## config.mk

```make
export PLATFORM = sky130hd
export DESIGN_NAME = dword_normalizer
export DESIGN_NICKNAME = d
export VERILOG_FILES = /design/src/rtl/nrm_pkg.sv /design/src/rtl/nrm_step.sv /design/src/rtl/nrm_readout.sv /design/src/rtl/dword_normalizer.sv
export SDC_FILE = /design/constraint.sdc
export NUM_CORES = 1
export LEC_CHECK = 0
export BUFFER_PORTS_ARGS = -buffer_cell sky130_fd_sc_hd__buf_2
export CORE_MARGIN = 3
export CORE_UTILIZATION = 33
export DETAILED_ROUTE_END_ITERATION = 7
export SLEW_MARGIN = 20
export SYNTH_ARGS = -nofsm -noshare
export SYNTH_HDL_FRONTEND = slang
export SYNTH_SLANG_ARGS = --single-unit
```

## constraint.sdc

```tcl
create_clock -name clk -period 6.77 [get_ports clk]
set_input_delay 1.0155 -clock clk [delete_from_list [all_inputs] [get_ports clk]]
set_output_delay 1.0155 -clock clk [all_outputs]
set_load 0.05 [all_outputs]
```

## src/rtl/nrm_pkg.sv

```systemverilog
package nrm_pkg;

    typedef enum logic [1:0] {
        OP_NORM     = 2'b00,
        OP_COUNT    = 2'b01,
        OP_STAT     = 2'b10,
        OP_STAT_ALT = 2'b11
    } nrm_op_e;

    typedef enum logic {
        ST_IDLE  = 1'b0,
        ST_SHIFT = 1'b1
    } nrm_state_e;

endpackage

```

## src/rtl/nrm_step.sv

```systemverilog
// One left shift of the split double word, plus the stop test on A.
module nrm_step #(
    parameter int WORD_W = 16
) (
    input  logic [WORD_W-1:0] a_cur,
    input  logic [WORD_W-1:0] b_cur,
    output logic [WORD_W-1:0] a_nxt,
    output logic [WORD_W-1:0] b_nxt,
    output logic              aligned
);
    localparam int SGN = WORD_W - 1;
    localparam int TOP = WORD_W - 2;

    always_comb begin
        // A: sign kept, magnitude up by one, B's top magnitude bit fills in.
        a_nxt = {a_cur[SGN], a_cur[TOP-1:0], b_cur[TOP]};
        // B: spare top bit kept, magnitude up by one, zero fills in.
        b_nxt = {b_cur[SGN], b_cur[TOP-1:0], 1'b0};
        aligned = (a_cur[SGN] != a_cur[TOP]);
    end
endmodule

```

## src/rtl/nrm_readout.sv

```systemverilog
// Builds the word returned by the count and status readouts.
module nrm_readout #(
    parameter int WORD_W = 16,
    parameter int CNT_W  = 6
) (
    input  logic [CNT_W-1:0]  count,
    input  logic              sel_status,
    input  logic              carry,
    input  logic              dpmode,
    input  logic              parerr,
    output logic [WORD_W-1:0] word
);
    localparam int FLAG_C = WORD_W - 1;
    localparam int FLAG_D = WORD_W - 2;
    localparam int FLAG_P = WORD_W - 3;

    always_comb begin
        word = '0;
        word[CNT_W-1:0] = count;
        if (sel_status) begin
            word[FLAG_C] = carry;
            word[FLAG_D] = dpmode;
            word[FLAG_P] = parerr;
        end
    end
endmodule

```

## src/rtl/dword_normalizer.sv

```systemverilog
module dword_normalizer #(
    parameter int WORD_W      = 16,
    parameter int CNT_W       = 6,
    parameter int SHIFT_LIMIT = 32
) (
    input  logic              clk,
    input  logic              rst_n,
    input  logic              start_i,
    input  logic [1:0]        op_i,
    input  logic [WORD_W-1:0] a_i,
    input  logic [WORD_W-1:0] b_i,
    input  logic              carry_i,
    input  logic              dpmode_i,
    input  logic              parerr_i,
    output logic              busy_o,
    output logic              done_o,
    output logic [WORD_W-1:0] a_o,
    output logic [WORD_W-1:0] b_o,
    output logic [CNT_W-1:0]  count_o
);
    import nrm_pkg::*;

    localparam logic [CNT_W-1:0] LIMIT_CNT = CNT_W'(SHIFT_LIMIT);
    localparam logic [CNT_W-1:0] ONE_CNT   = CNT_W'(1);

    typedef struct packed {
        nrm_state_e        st;
        logic [WORD_W-1:0] a;
        logic [WORD_W-1:0] b;
        logic [CNT_W-1:0]  cnt;
        logic              done;
    } regs_t;

    regs_t r_d, r_q;

    logic [WORD_W-1:0] a_step_d, b_step_d;
    logic              aligned_d;
    logic [WORD_W-1:0] rd_word_d;
    nrm_op_e           op_d;

    assign op_d = nrm_op_e'(op_i);

    nrm_step #(.WORD_W(WORD_W)) u_step (
        .a_cur   (r_q.a),
        .b_cur   (r_q.b),
        .a_nxt   (a_step_d),
        .b_nxt   (b_step_d),
        .aligned (aligned_d)
    );

    nrm_readout #(.WORD_W(WORD_W), .CNT_W(CNT_W)) u_rd (
        .count      (r_q.cnt),
        .sel_status (op_i[1]),
        .carry      (carry_i),
        .dpmode     (dpmode_i),
        .parerr     (parerr_i),
        .word       (rd_word_d)
    );

    always_comb begin
        r_d      = r_q;
        r_d.done = 1'b0;
        unique case (r_q.st)
            ST_IDLE: begin
                if (start_i) begin
                    if (op_d == OP_NORM) begin
                        r_d.a   = a_i;
                        r_d.b   = b_i;
                        r_d.cnt = '0;
                        r_d.st  = ST_SHIFT;
                    end else begin
                        r_d.a    = rd_word_d;
                        r_d.done = 1'b1;
                    end
                end
            end
            ST_SHIFT: begin
                if (aligned_d || (r_q.cnt == LIMIT_CNT)) begin
                    r_d.st   = ST_IDLE;
                    r_d.done = 1'b1;
                end else begin
                    r_d.a   = a_step_d;
                    r_d.b   = b_step_d;
                    r_d.cnt = r_q.cnt + ONE_CNT;
                end
            end
            default: r_d.st = ST_IDLE;
        endcase
    end

    always_ff @(posedge clk or negedge rst_n) begin
        if (!rst_n) begin
            r_q <= '{st: ST_IDLE, a: '0, b: '0, cnt: '0, done: 1'b0};
        end else begin
            r_q <= r_d;
        end
    end

    assign busy_o  = (r_q.st == ST_SHIFT);
    assign done_o  = r_q.done;
    assign a_o     = r_q.a;
    assign b_o     = r_q.b;
    assign count_o = r_q.cnt;

endmodule

```

**Yosys cells after proc, flatten, opt, wreduce, memory -nomap -nowiden**

Cells that the tools add are included.

- $add $sub $neg: 1
- Eq/ne operators: 5
- Muxes and demuxes: 10
- Bitwise logic cells: 1
- Reduce and logical (&&, ||, !) cells: 6

Operator list:

| cell | number |
|---|---|
| $pmux 40 s2 | 1 |
| $mux 40 | 1 |
| $mux 37 | 1 |
| $mux 22 | 1 |
| $mux 16 | 1 |
| $add 6x1->6 const B | 1 |
| $eq 6x6->1 const B | 1 |
| $ne 2x2->1 const B | 3 |
| $reduce_and 3->1 | 2 |
| $mux 1 | 4 |
| $reduce_and 2->1 | 2 |
| $mux 3 | 1 |
| $logic_not 2->1 | 1 |
| $logic_or 1x1->1 | 1 |
| $ne 1x1->1 | 1 |
| $not 1->1 | 1 |

- Register bits: 40
- Input port bits: 40
- Output and inout bits: 40
- Logic and storage cells: 30

**Depth between registers and ports, before layout**

Gate-level depths: netlist of the first run.

- Depth after elaboration: 4
- Depth in mapped cells: 9
- Depth with buffers taken out: 6

**By module**

From an unflattened synthesis of the first run, not the netlist that was laid out.

- Cell total of the unflattened synthesis: 280
- Area total of the unflattened synthesis: 2736.4 um^2

Modules (own cells, without submodules):

| module | times used | cells each | area each (um^2) | sequential area each (um^2) |
|---|---|---|---|---|
| dword_normalizer | 1 | 229 | 2363.5 | 1001.0 |
| nrm_step | 1 | 34 | 252.7 | 0.0 |
| nrm_readout | 1 | 17 | 120.1 | 0.0 |

**Worst setup path before layout of the first run**

No wires, ideal clock.

- Path kind: register to register
- Start: reg r_q (netlist bit count_o[0])
- End: reg r_q (netlist bit a_o[10])
- Setup time: 0.125 ns
- Arrival time: 2.359 ns
- Data required time: 6.645 ns
- Slack: 4.285 ns
- Stages on the path, launching flop included: 10
- Path buffers: 3
- Clock period less this slack: 2.485 ns
- Cell sequence: dfrtp_1 inv_1 ha_1 or4b_1 o211a_1 buf_6 or2_1 buf_6 buf_8 mux2_4

- Cells in the longest elaborated chain, start to end: 4

Ends and longest elaborated chain:

| item | line | RTL |
|---|---|---|
| start, declared | dword_normalizer.sv:34 | `regs_t r_d, r_q;` |
| start signal, assigned | dword_normalizer.sv:93 | `r_q <= '{st: ST_IDLE, a: '0, b: '0, cnt: '0, done: 1'b0};` |
| start signal, assigned | dword_normalizer.sv:95 | `r_q <= r_d;` |
| $eq 6x6->1 | dword_normalizer.sv:78 | `if (aligned_d \|\| (r_q.cnt == LIMIT_CNT)) begin` |
| $logic_or 1x1->1 | dword_normalizer.sv:78 |  |
| $ne 2x2->1 (no source line) | -- |  |
| $reduce_and 2->1 (no source line) | -- |  |

Every way passes these cells.
A chain may end at the register's enable or synchronous reset.

**Final worst setup path of the first run**

- Start: reg r_q (netlist bit count_o[0])
- End: reg r_q (netlist bit b_o[13])

- Cells in the longest elaborated chain, start to end: 4

Ends and longest elaborated chain:

| item | line |
|---|---|
| $eq 6x6->1 | dword_normalizer.sv:78 |
| $logic_or 1x1->1 | dword_normalizer.sv:78 |
| $ne 2x2->1 (no source line) | -- |
| $reduce_and 3->1 (no source line) | -- |

Every way passes these cells.

==> results of run 1 <==
==> metal layers <==
metal	global-route usage [%]	vias to the layer above	share of wire [%]
met4	4.75	0	1.1
met2	23.2	59	47
met5	0	-	0
met1	22.6	834	47
li1	-	856	-
met3	3.17	5	5.6
==> cells by family after synthesis <==
logic type,after synthesis,synth area share [%]
mux,25,13.8
xor+xnor,1,0.420
flops,40,48.0
fa+ha+maj,2,1.20
buf+inv,20,5.04
compound gates,47,17.7
simple gates,64,13.9
==> metrics by stage <==
step	hold slack, ns	cell area [sq um]
floorplan	0.720	2090
global placement	0.503	2510
detailed placement	0.507	2510
CTS	0.525	2640
global route	0.534	2640
finish	0.524	2640
==> state kept, by name, summed over array words and instances, names as in the netlist <==
signal	count
busy_o	1
done_o	1
a_o	16
count_o	6
b_o	16
==> worst paths after layout <==
check | endpoint | slack [ns] | cells after the start
setup / recovery | b_o[13] | 4.09 | 6
hold / removal | b_o[15] | 0.52 | 1
setup reg to reg | b_o[13] | 4.09 | 6
hold reg to reg | b_o[15] | 0.52 | 1
max in group asynchronous | a_o[9] | 5.35 | 1
min in group asynchronous | a_o[2] | 0.85 | 1
==> layout make-up <==
cell class / instances / area [sq um] / share of cell area, %
multi-input cells: 139 / 982 / 37.3
clock buffers: 7 / 96.3 / 3.65
well taps: 75 / 93.8 / 3.56
inverters: 6 / 22.5 / 0.854
repair buffers: 81 / 410 / 15.6
flip-flops and latches: 40 / 1000 / 38.0
clock inverters: 1 / 30.0 / 1.14
==> cells in the mapped netlist (2+ instances only) <==
cell,n
buf_6,2
a31o_2,6
nor3_1,4
nor2_1,4
a32oi_1,4
or2_2,2
a31oi_1,2
a2bb2oi_1,6
inv_1,6
o21ai_0,9
ha_1,2
mux2_4,2
a22o_1,13
nand2_1,41
nand3_1,5
dfrtp_1,40
nor2b_1,2
clkbuf_1,10
mux2_2,22
a21oi_1,3
==> worst register-to-register path, stage by stage, from the launching register on <==
cell	delay [ns]
dfrtp_1	0.46
inv_1	0.09
ha_1	0.13
or4b_1	0.44
o211a_1	0.45
a21oi_4	0.60
mux2_2	0.40
==> power breakdown <==
part	leakage (nW)	total, W	internal [W]	switching (W)
Clock	0.0645	0.000214	0.000130	0.0000838
Combinational	0.769	0.000784	0.000236	0.000549
Sequential	0.513	0.000437	0.000340	0.0000967
Total	1.35	0.00143	0.000706	0.000729
==> run_results.csv, run 1 <==
group,metric,value,unit
die,core_area,6030,sq um
outcome,status,"finished clean",
placement,dp_slack,4.07,ns
timing,setup_ws,4.09,ns
clock_tree,clkTransAtPathRegs,0.08,ns
finish,layout_commonest_cell,"buf_2",
placement,numPortBuffers,79,
die,ios,80,
setup_path,critPathLaunch,"count_o[0]",
finish,instances_no_fill,349,
setup_path,r2r-start,"count_o[0]",
setup_path,crit_arrival,2.85,ns
timing,fin_crit_sh,39.5,%
setup_path,critPathCaptureType,"register",
finish,n_antenna_cell,0,
flow_run,maxCapViolCount,0,
finish,nets,315,
route,postRouteAntennaNets,0,
die,die_h,85.5,um
synthesis,synth.distinct_cells,34,
route,num_vias,1754,
grt,grt_pass1_wl,8.96,mm
synthesis,synth_edf_count,0,
route,firstDrtPassIters,4,
synthesis,syn_area_per_cell,10.5,sq um
placement,dpl.hpwl,3.96,mm
clock_tree,cts_buffers,5,
route,drtIter0Drc,78,
timing,finalHoldViolations,0,
timing,tns,0,ns
synthesis,synth_seq_cells,40,
timing,slew_viol_final,0,
route,wire_per_inst,15.7,um
setup_path,cp_max_fo,18,
setup_path,path_cells,"inv_1 > ha_1 > or4b_1 > o211a_1 > a21oi_4 > mux2_2",
timing,tightest_slew,0.906,ns
synthesis,syn_area,2090,sq um
finish,layout_common_cells,"buf_2, nand2_1, dfrtp_1, mux2_2, a22o_1",
route,drc,0,
finish,area_growth,26.4,%
setup_path,crit_required,6.95,ns
placement,dpl.cell_count,341,
clock_tree,cts_hold_buffers,0,
setup_path,critPathKind,"register to register",
setup_path,critPathSlowestCell,"a21oi_4",
pwr,p_per_area,544,nW/um^2
clock_tree,h-tree-depth,2,
finish,final_util,43.8,%
synthesis,syn_nets,241,
grt,antenna_found_initial,0,
grt,track_usage,15.5,%
clock_tree,cts_tree,"yes",
synthesis,synthArstFlopShare,100,%
timing,maxSlewHeadroom,39.6,%
grt,grt_max_degree,41,
finish,layout-drive-gt1-share,45.3,%
setup_path,critPathLaunchType,"register",
finish,fill_cells,623,
timing,min_period,2.68,ns
pwr,vdd_ir_drop_max,0.266,mV
timing,finClkSkew,0.00597,ns
clock_tree,post_cts_resized,0,
route,via_per_inst,5.03,
clock_tree,postCtsSetupBuffers,0,
grt,grt_pass1_vias,1724,
route,wl,5.49,mm
synthesis,ys_top_cells_by_area,"dfrtp_1, mux2_2, nand2_1",
worst_hold_path,hp-class,"register to register",
synthesis,synth_ff_type,"dfrtp_1",
synthesis,synth_cells,199,
synthesis,yosysTopAreaCell,"dfrtp_1",
die,die_w,85.5,um
setup_path,critPathTopFamily,"compound AO/OA/AOI/OAI gates",
clock_tree,cts-root-buf,"clkbuf_8",
setup_path,cp_num_buf_inv,1,
setup_path,slowest_delay,0.59,ns
timing,rsz0062_at_grt,"no",
timing,setup_viol,0,
synthesis,yosysSeqAreaShare,48.0,%
worst_hold_path,hold_start,"b_o[15]",
die,num_rows,28,
die,die_area,7310,sq um
grt,grt_overflow,0,
synthesis,synth_warnings,0,
timing,fmax,374,MHz
clock_tree,clockBufferDepth,2,
placement,gp_congestion,0.725,
pwr,finalPower,0.00143,W
clock_tree,cts_sinks,40,
pwr,p_leak,1.35,nW
clock_tree,clk-insertion-delay-late,0.29,ns
synthesis,yosysTopAreaCellShare,48.0,%
die,initial_utilization,34.6,%
No activity file was read; power rests on OpenSTA's default activity.
==> run 2: changes to the inputs <==
==> constraint.sdc (replaced) <==
create_clock -name clk -period 2.2 [get_ports clk]
set_input_delay 0.33 -clock clk [delete_from_list [all_inputs] [get_ports clk]]
set_output_delay 0.33 -clock clk [all_outputs]
set_load 0.05 [all_outputs]
==> run 2 against run 1 <==
Net effect: critical path depth rose by 1; sequential power rose to 3.0 times the previous value; maximum frequency rose by 26%; routed wire length barely moved; via count rose by 6.1%; core utilization rose by 2.0 points; critical path type unchanged; global-route usage rose by 0.051 points; hold slack got worse by 0.48 ns; largest cell class is now multi-input gates; clock skew rose by 0.0014 ns; highest routed layer unchanged; die area did not move; total power rose to 3.1 times the previous value; sequential cell count did not move.
==> run_results.csv, run 2 (same netlist as run 1, synthesis figures left out) <==
group,metric,value,unit
timing,fin_crit_sh,96.5,%
clock_tree,clk-insertion-delay-late,0.29,ns
grt,grt_max_degree,33,
route,drc,0,
grt,track_usage,15.5,%
die,die_w,85.5,um
die,ios,80,
route,via_per_inst,5.14,
timing,rsz0062_at_grt,"no",
pwr,p_clk_share,11.6,%
setup_path,rr_worst_depth,7,
setup_path,critPathKind,"register to register",
route,wire_per_inst,15.2,um
clock_tree,cts_hold_buffers,0,
clock_tree,h-tree-depth,2,
timing,slew_viol_final,0,
clock_tree,cts_buffers,5,
worst_hold_path,hp-class,"primary input to asynchronous set/reset pin",
clock_tree,cts_sinks,40,
finish,area_growth,32.0,%
clock_tree,cts_tree,"yes",
placement,numPortBuffers,79,
placement,gp_congestion,0.783,
setup_path,cp_max_fo,18,
pwr,p_leak,1.43,nW
timing,setup_viol,0,
setup_path,crit_arrival,2.31,ns
route,drtIter0Drc,94,
finish,final_area,2750,sq um
setup_path,r2r-start,"count_o[0]",
finish,layout_common_cells,"buf_2, nand2_1, dfrtp_1, mux2_2, buf_4",
pwr,p_seq_share,28.6,%
setup_path,crit_required,2.38,ns
route,firstDrtPassIters,4,
placement,dpl.hpwl,4.07,mm
finish,instances_no_fill,362,
timing,maxSlewHeadroom,57.3,%
route,postRouteAntennaNets,0,
die,core_area,6030,sq um
timing,tightest_slew,0.639,ns
pwr,swShare,51.1,%
finish,layout-drive-gt1-share,49.8,%
timing,finClkSkew,0.00741,ns
timing,finalHoldViolations,0,
finish,nets,328,
die,num_rows,28,
grt,grt_pass1_vias,1859,
die,die_area,7310,sq um
setup_path,r2r_end,"b_o[3]",
pwr,vdd_ir_drop_max,0.734,mV
setup_path,critPathLaunchType,"register",
die,initial_utilization,34.6,%
clock_tree,cts-root-buf,"clkbuf_8",
timing,setup_ws,0.0766,ns
timing,min_period,2.12,ns
setup_path,critPathCaptureType,"register",
grt,grt_overflow,0,
route,num_vias,1861,
clock_tree,clockBufferDepth,2,
timing,fmax,471,MHz
placement,place_area,2660,sq um
placement,dp_slack,0.0179,ns
flow_run,maxCapViolCount,0,
pwr,power.internal,0.00220,W
clock_tree,clkTransAtPathRegs,0.08,ns
grt,grt_pass1_wl,9.07,mm
setup_path,ff2ff_setup_slack,0.08,ns
placement,dpl.cell_count,354,
clock_tree,postCtsSetupBuffers,0,
clock_tree,post_cts_resized,0,
pwr,p_per_area,1630,nW/um^2
finish,layout_commonest_cell,"buf_2",
outcome,status,"finished clean",
pwr,p_comb_share,59.8,%
pwr,p_sw,0.00229,W
finish,n_antenna_cell,0,
die,die_h,85.5,um
route,wl,5.49,mm
finish,fill_cells,611,
grt,antenna_found_initial,0,
==> run 2: layer usage <==
metal / routed length, um / vias to the layer above / global-route usage (%)
li1: - / 883 / -
met1: 2500 / 907 / 20.6
met2: 2560 / 67 / 25.2
met3: 379 / 4 / 4.03
met4: 47 / 0 / 4.32
met5: 0 / - / 0
==> run 2: worst max path at each step <==
stage                     slack [ns]  depth (start not counted)      end  startpoint
after floorplan                -0.17                          9  a_o[10]  count_o[1]
after global placement          0.06                          7   a_o[3]  count_o[0]
after detailed placement        0.02                          7   a_o[4]  count_o[0]
after CTS                       0.01                          7   a_o[4]  count_o[0]
after global routing          0.0007                          7   b_o[4]  count_o[1]
final                           0.08                          7   b_o[3]  count_o[0]
==> run 2: metrics by stage <==
step	TNS [ns]	hold WS, ns	total power [W]	utilization [%]
after floorplan	-1.68	0.0344	0.00332	-
after detailed placement	0	0.388	0.00400	44.1
after global routing	0	0.0849	0.00475	45.7
after global placement	0	0.378	0.00397	44.1
final	0	0.0480	0.00449	45.7
after CTS	0	0.0607	0.00453	45.7
==> run 2: layout make-up <==
cell class              count  area [sq um]  area share (%)
clock buffers               6          82.6            3.00
repair buffers             94           520            18.9
inverters                   6          22.5           0.818
flip-flops and latches     40          1010            36.5
clock inverters             2          13.8           0.500
multi-input cells         139          1010            36.8
well taps                  75          93.8            3.41
==> run 2: critical path, cell delays in order (launching register included) <==
cell and delay, ns:
dfrtp_2 0.41, inv_2 0.05, ha_1 0.12, or4b_1 0.43, o211a_1 0.31, a21oi_4 0.16
buf_12 0.19, mux2_2 0.35
==> run 2: power groups by stage <==
stage | Sequential (W) | Combinational [W] | Clock (W)
CTS | 0.00129 | 0.00270 | 0.000538
global placement | 0.00130 | 0.00267 | 0
global route | 0.00133 | 0.00285 | 0.000573
detailed placement | 0.00130 | 0.00270 | 0
floorplan | 0.00238 | 0.000943 | 0
finish | 0.00129 | 0.00268 | 0.000521
==> run 3: changes to the inputs <==
--- a/config.mk
+++ b/config.mk
@@ -12,4 +12,5 @@
 export SLEW_MARGIN = 20
 export SYNTH_ARGS = -nofsm -noshare
 export SYNTH_HDL_FRONTEND = slang
+export SYNTH_HIERARCHICAL = 1
 export SYNTH_SLANG_ARGS = --single-unit
==> run 3 against run 2 <==
Net effect: highest routed layer unchanged; clock skew increased by 0.0011 ns; critical path type unchanged; sequential power is 11% higher; first-iteration DRC count grew 93%; clock power increased by 16%; worst setup slack gained 0.38 ns; hold slack improved by 0.045 ns; synthesized area is 31% higher; clock-buffer cell count stayed put; sequential cell count did not move; core utilization down 7.6 points; sequential share of layout area decreased by 3.2 points; critical path depth down 1.
==> run_results.csv, run 3 <==
group,metric,value,unit
timing,slew_viol_final,0,
synthesis,synth_top_family_by_area,"compound AO/OA/AOI/OAI gates",
synthesis,syn_area,2740,sq um
synthesis,synth_seq_cells,40,
route,m1WireLength,3.07,mm
finish,layout_common_cells,"buf_2, nand3_1, dfrtp_1",
route,firstDrtPassIters,4,
timing,min_period,1.75,ns
synthesis,synth_cells,280,
grt,antenna_found_initial,0,
grt,grt_pass1_vias,2173,
setup_path,critPathCaptureType,"register",
route,postRouteAntennaNets,0,
route,wire_per_inst,16.0,um
die,num_rows,32,
clock_tree,clkTransAtPathRegs,0.08,ns
die,die_area,9420,sq um
route,drc,0,
die,ios,80,
setup_path,path_cells,"inv_1 > ha_1 > nand4bb_4 > o21a_1 > nand3_1 > nand3_1",
clock_tree,cts_buffers,5,
timing,setup_viol,0,
setup_path,cp_max_fo,16,
finish,layout-drive-gt1-share,39.6,%
grt,grt_pass1_wl,11.1,mm
setup_path,slowest_delay,0.52,ns
clock_tree,post_cts_resized,0,
clock_tree,cts_sinks,40,
route,wl_met3,486,um
synthesis,synth_edf_count,0,
synthesis,synth_fa_ha_area_share,0.914,%
clock_tree,clk-insertion-delay-late,0.30,ns
timing,fin_crit_sh,79.5,%
clock_tree,cts_tree,"yes",
synthesis,post-synth-top-count-cell,"nand3_1",
pwr,p_leak,1.53,nW
setup_path,cp_common_cell,"nand3_1",
timing,tns,0,ns
timing,tightest_slew,0.750,ns
synthesis,yosysSeqAreaShare,36.6,%
placement,place_area,2900,sq um
synthesis,yosysTopAreaCell,"dfrtp_1",
route,num_vias,2230,
synthesis,ys_top_cells_by_area,"dfrtp_1, buf_4, nand3_1",
synthesis,yosysTopAreaCellShare,36.6,%
route,top_layer_used,"met4",
synthesis,synthXorXnorAreaFrac,0.640,%
grt,track_usage,14.3,%
setup_path,critPathSlowestCell,"o21a_1",
finish,instances_no_fill,418,
timing,finalHoldViolations,0,
setup_path,critPathKind,"register to register",
clock_tree,cts-root-buf,"clkbuf_8",
synthesis,synthArstFlopShare,100,%
worst_hold_path,hp-class,"primary input to asynchronous set/reset pin",
die,core_area,7890,sq um
synthesis,synth_warnings,6,
outcome,status,"finished clean",
synthesis,syn_area_per_cell,9.77,sq um
finish,area_growth,9.92,%
timing,rsz0062_at_grt,"no",
finish,n_antenna_cell,0,
clock_tree,h-tree-depth,2,
route,wl,6.70,mm
route,wl_met2,3.11,mm
clock_tree,postCtsSetupBuffers,0,
finish,nets,357,
clock_tree,clockBufferDepth,2,
route,via_per_inst,5.33,
pwr,p_per_area,1660,nW/um^2
setup_path,critPathLaunchType,"register",
synthesis,synthMuxAreaShare,6.58,%
grt,grt_overflow,0,
timing,fmax,572,MHz
flow_run,maxCapViolCount,0,
die,die_w,97.1,um
route,drtIter0Drc,181,
synthesis,synth_ff_type,"dfrtp_1",
finish,final_util,38.1,%
placement,dpl.cell_count,410,
finish,layout_commonest_cell,"buf_2",
grt,grt_max_degree,34,
die,die_h,97.1,um
placement,numPortBuffers,79,
synthesis,synth.distinct_cells,37,
setup_path,crit_arrival,1.98,ns
finish,final_area,3010,sq um
synthesis,synth-compound-area-share,20.2,%
setup_path,crit_required,2.43,ns
synthesis,synthSimpleGateAreaFrac,17.9,%
die,initial_utilization,34.7,%
timing,maxSlewHeadroom,50.0,%
timing,finClkSkew,0.00853,ns
placement,dpl.hpwl,4.56,mm
synthesis,synth_common_cells,"nand3_1, buf_4, dfrtp_1",
setup_path,rr_worst_depth,6,
clock_tree,cts_hold_buffers,0,
pwr,vdd_ir_drop_max,0.759,mV
placement,gp_congestion,0.754,
run 3: cell types whose count changed after synthesis, sizes merged, moves of 6 or more:
| cell | delta |
|---|---|
| buf | +55 |
| nand3 | +48 |
| nand2 | -33 |
| a22oi | +16 |
| o221a | +16 |
| a211o | +15 |
| and3 | +15 |
| a22o | -13 |
| mux2 | -8 |
| a2bb2oi | -6 |
| a31o | -6 |
run 3: cell families (layout without fill, tap and decap cells):
kind of cell | Yosys count | after routing
AOI/OAI and AO/OA | 62 | 62
xor gates and xnor gates | 2 | 2
adders and majority gates | 2 | 2
buffers and inverters | 70 | 100
DFF | 40 | 40
muxes | 16 | 16
other | 2 | 8
and+or+nand+nor | 86 | 86
run 3: final cells by class:
type | count | area [sq um]
repair buffers | 87 | 455
well taps | 102 | 128
clock buffers | 6 | 72.6
flip-flops and latches | 40 | 1000
inverters | 5 | 18.8
clock inverters | 2 | 35.0
multi-input cells | 176 | 1300
fillers | 813 | 4880
run 3: per-layer routing:
metal / up-vias / track usage, %
met5: - / 0
met4: 0 / 3.24
met3: 3 / 3.88
met2: 83 / 21.7
met1: 1082 / 20.4
li1: 1062 / -
run 3: final timing paths:
kind | from | endpoint | slack, ns
max reg2reg | count_o[0] | a_o[12] | 0.45
max | count_o[0] | a_o[12] | 0.45
min in group clk | op_i[0] | done_o | 0.33
max in group asynchronous | rst_n | a_o[12] | 1.47
min | rst_n | b_o[7] | 0.09
min reg2reg | a_o[2] | a_o[2] | 0.57
run 3: critical path: cells and delay by family, from the launching register on:
kind | cells | cell delay [ns]
AOI/OAI and AO/OA | 1 | 0.52
DFF | 1 | 0.47
and+or+nand+nor | 3 | 0.40
adders and majority gates | 1 | 0.23
buffers and inverters | 1 | 0.07
run 3: stage by stage:
step           power (W)  setup WS, ns  hold slack, ns
6_report         0.00499         0.452          0.0926
5_1_grt          0.00534         0.309           0.143
3_5_place_dp     0.00441         0.376           0.442
4_1_cts          0.00503         0.434           0.112
2_1_floorplan    0.00411         0.317          0.0344
3_3_place_gp     0.00437         0.384           0.443
run 3: where the power goes:
group	internal (W)	leakage, nW	switching [W]
sequential	0.00106	0.508	0.000366
clock	0.000337	0.0552	0.000265
combinational	0.000886	0.967	0.00207
total	0.00228	1.53	0.00270
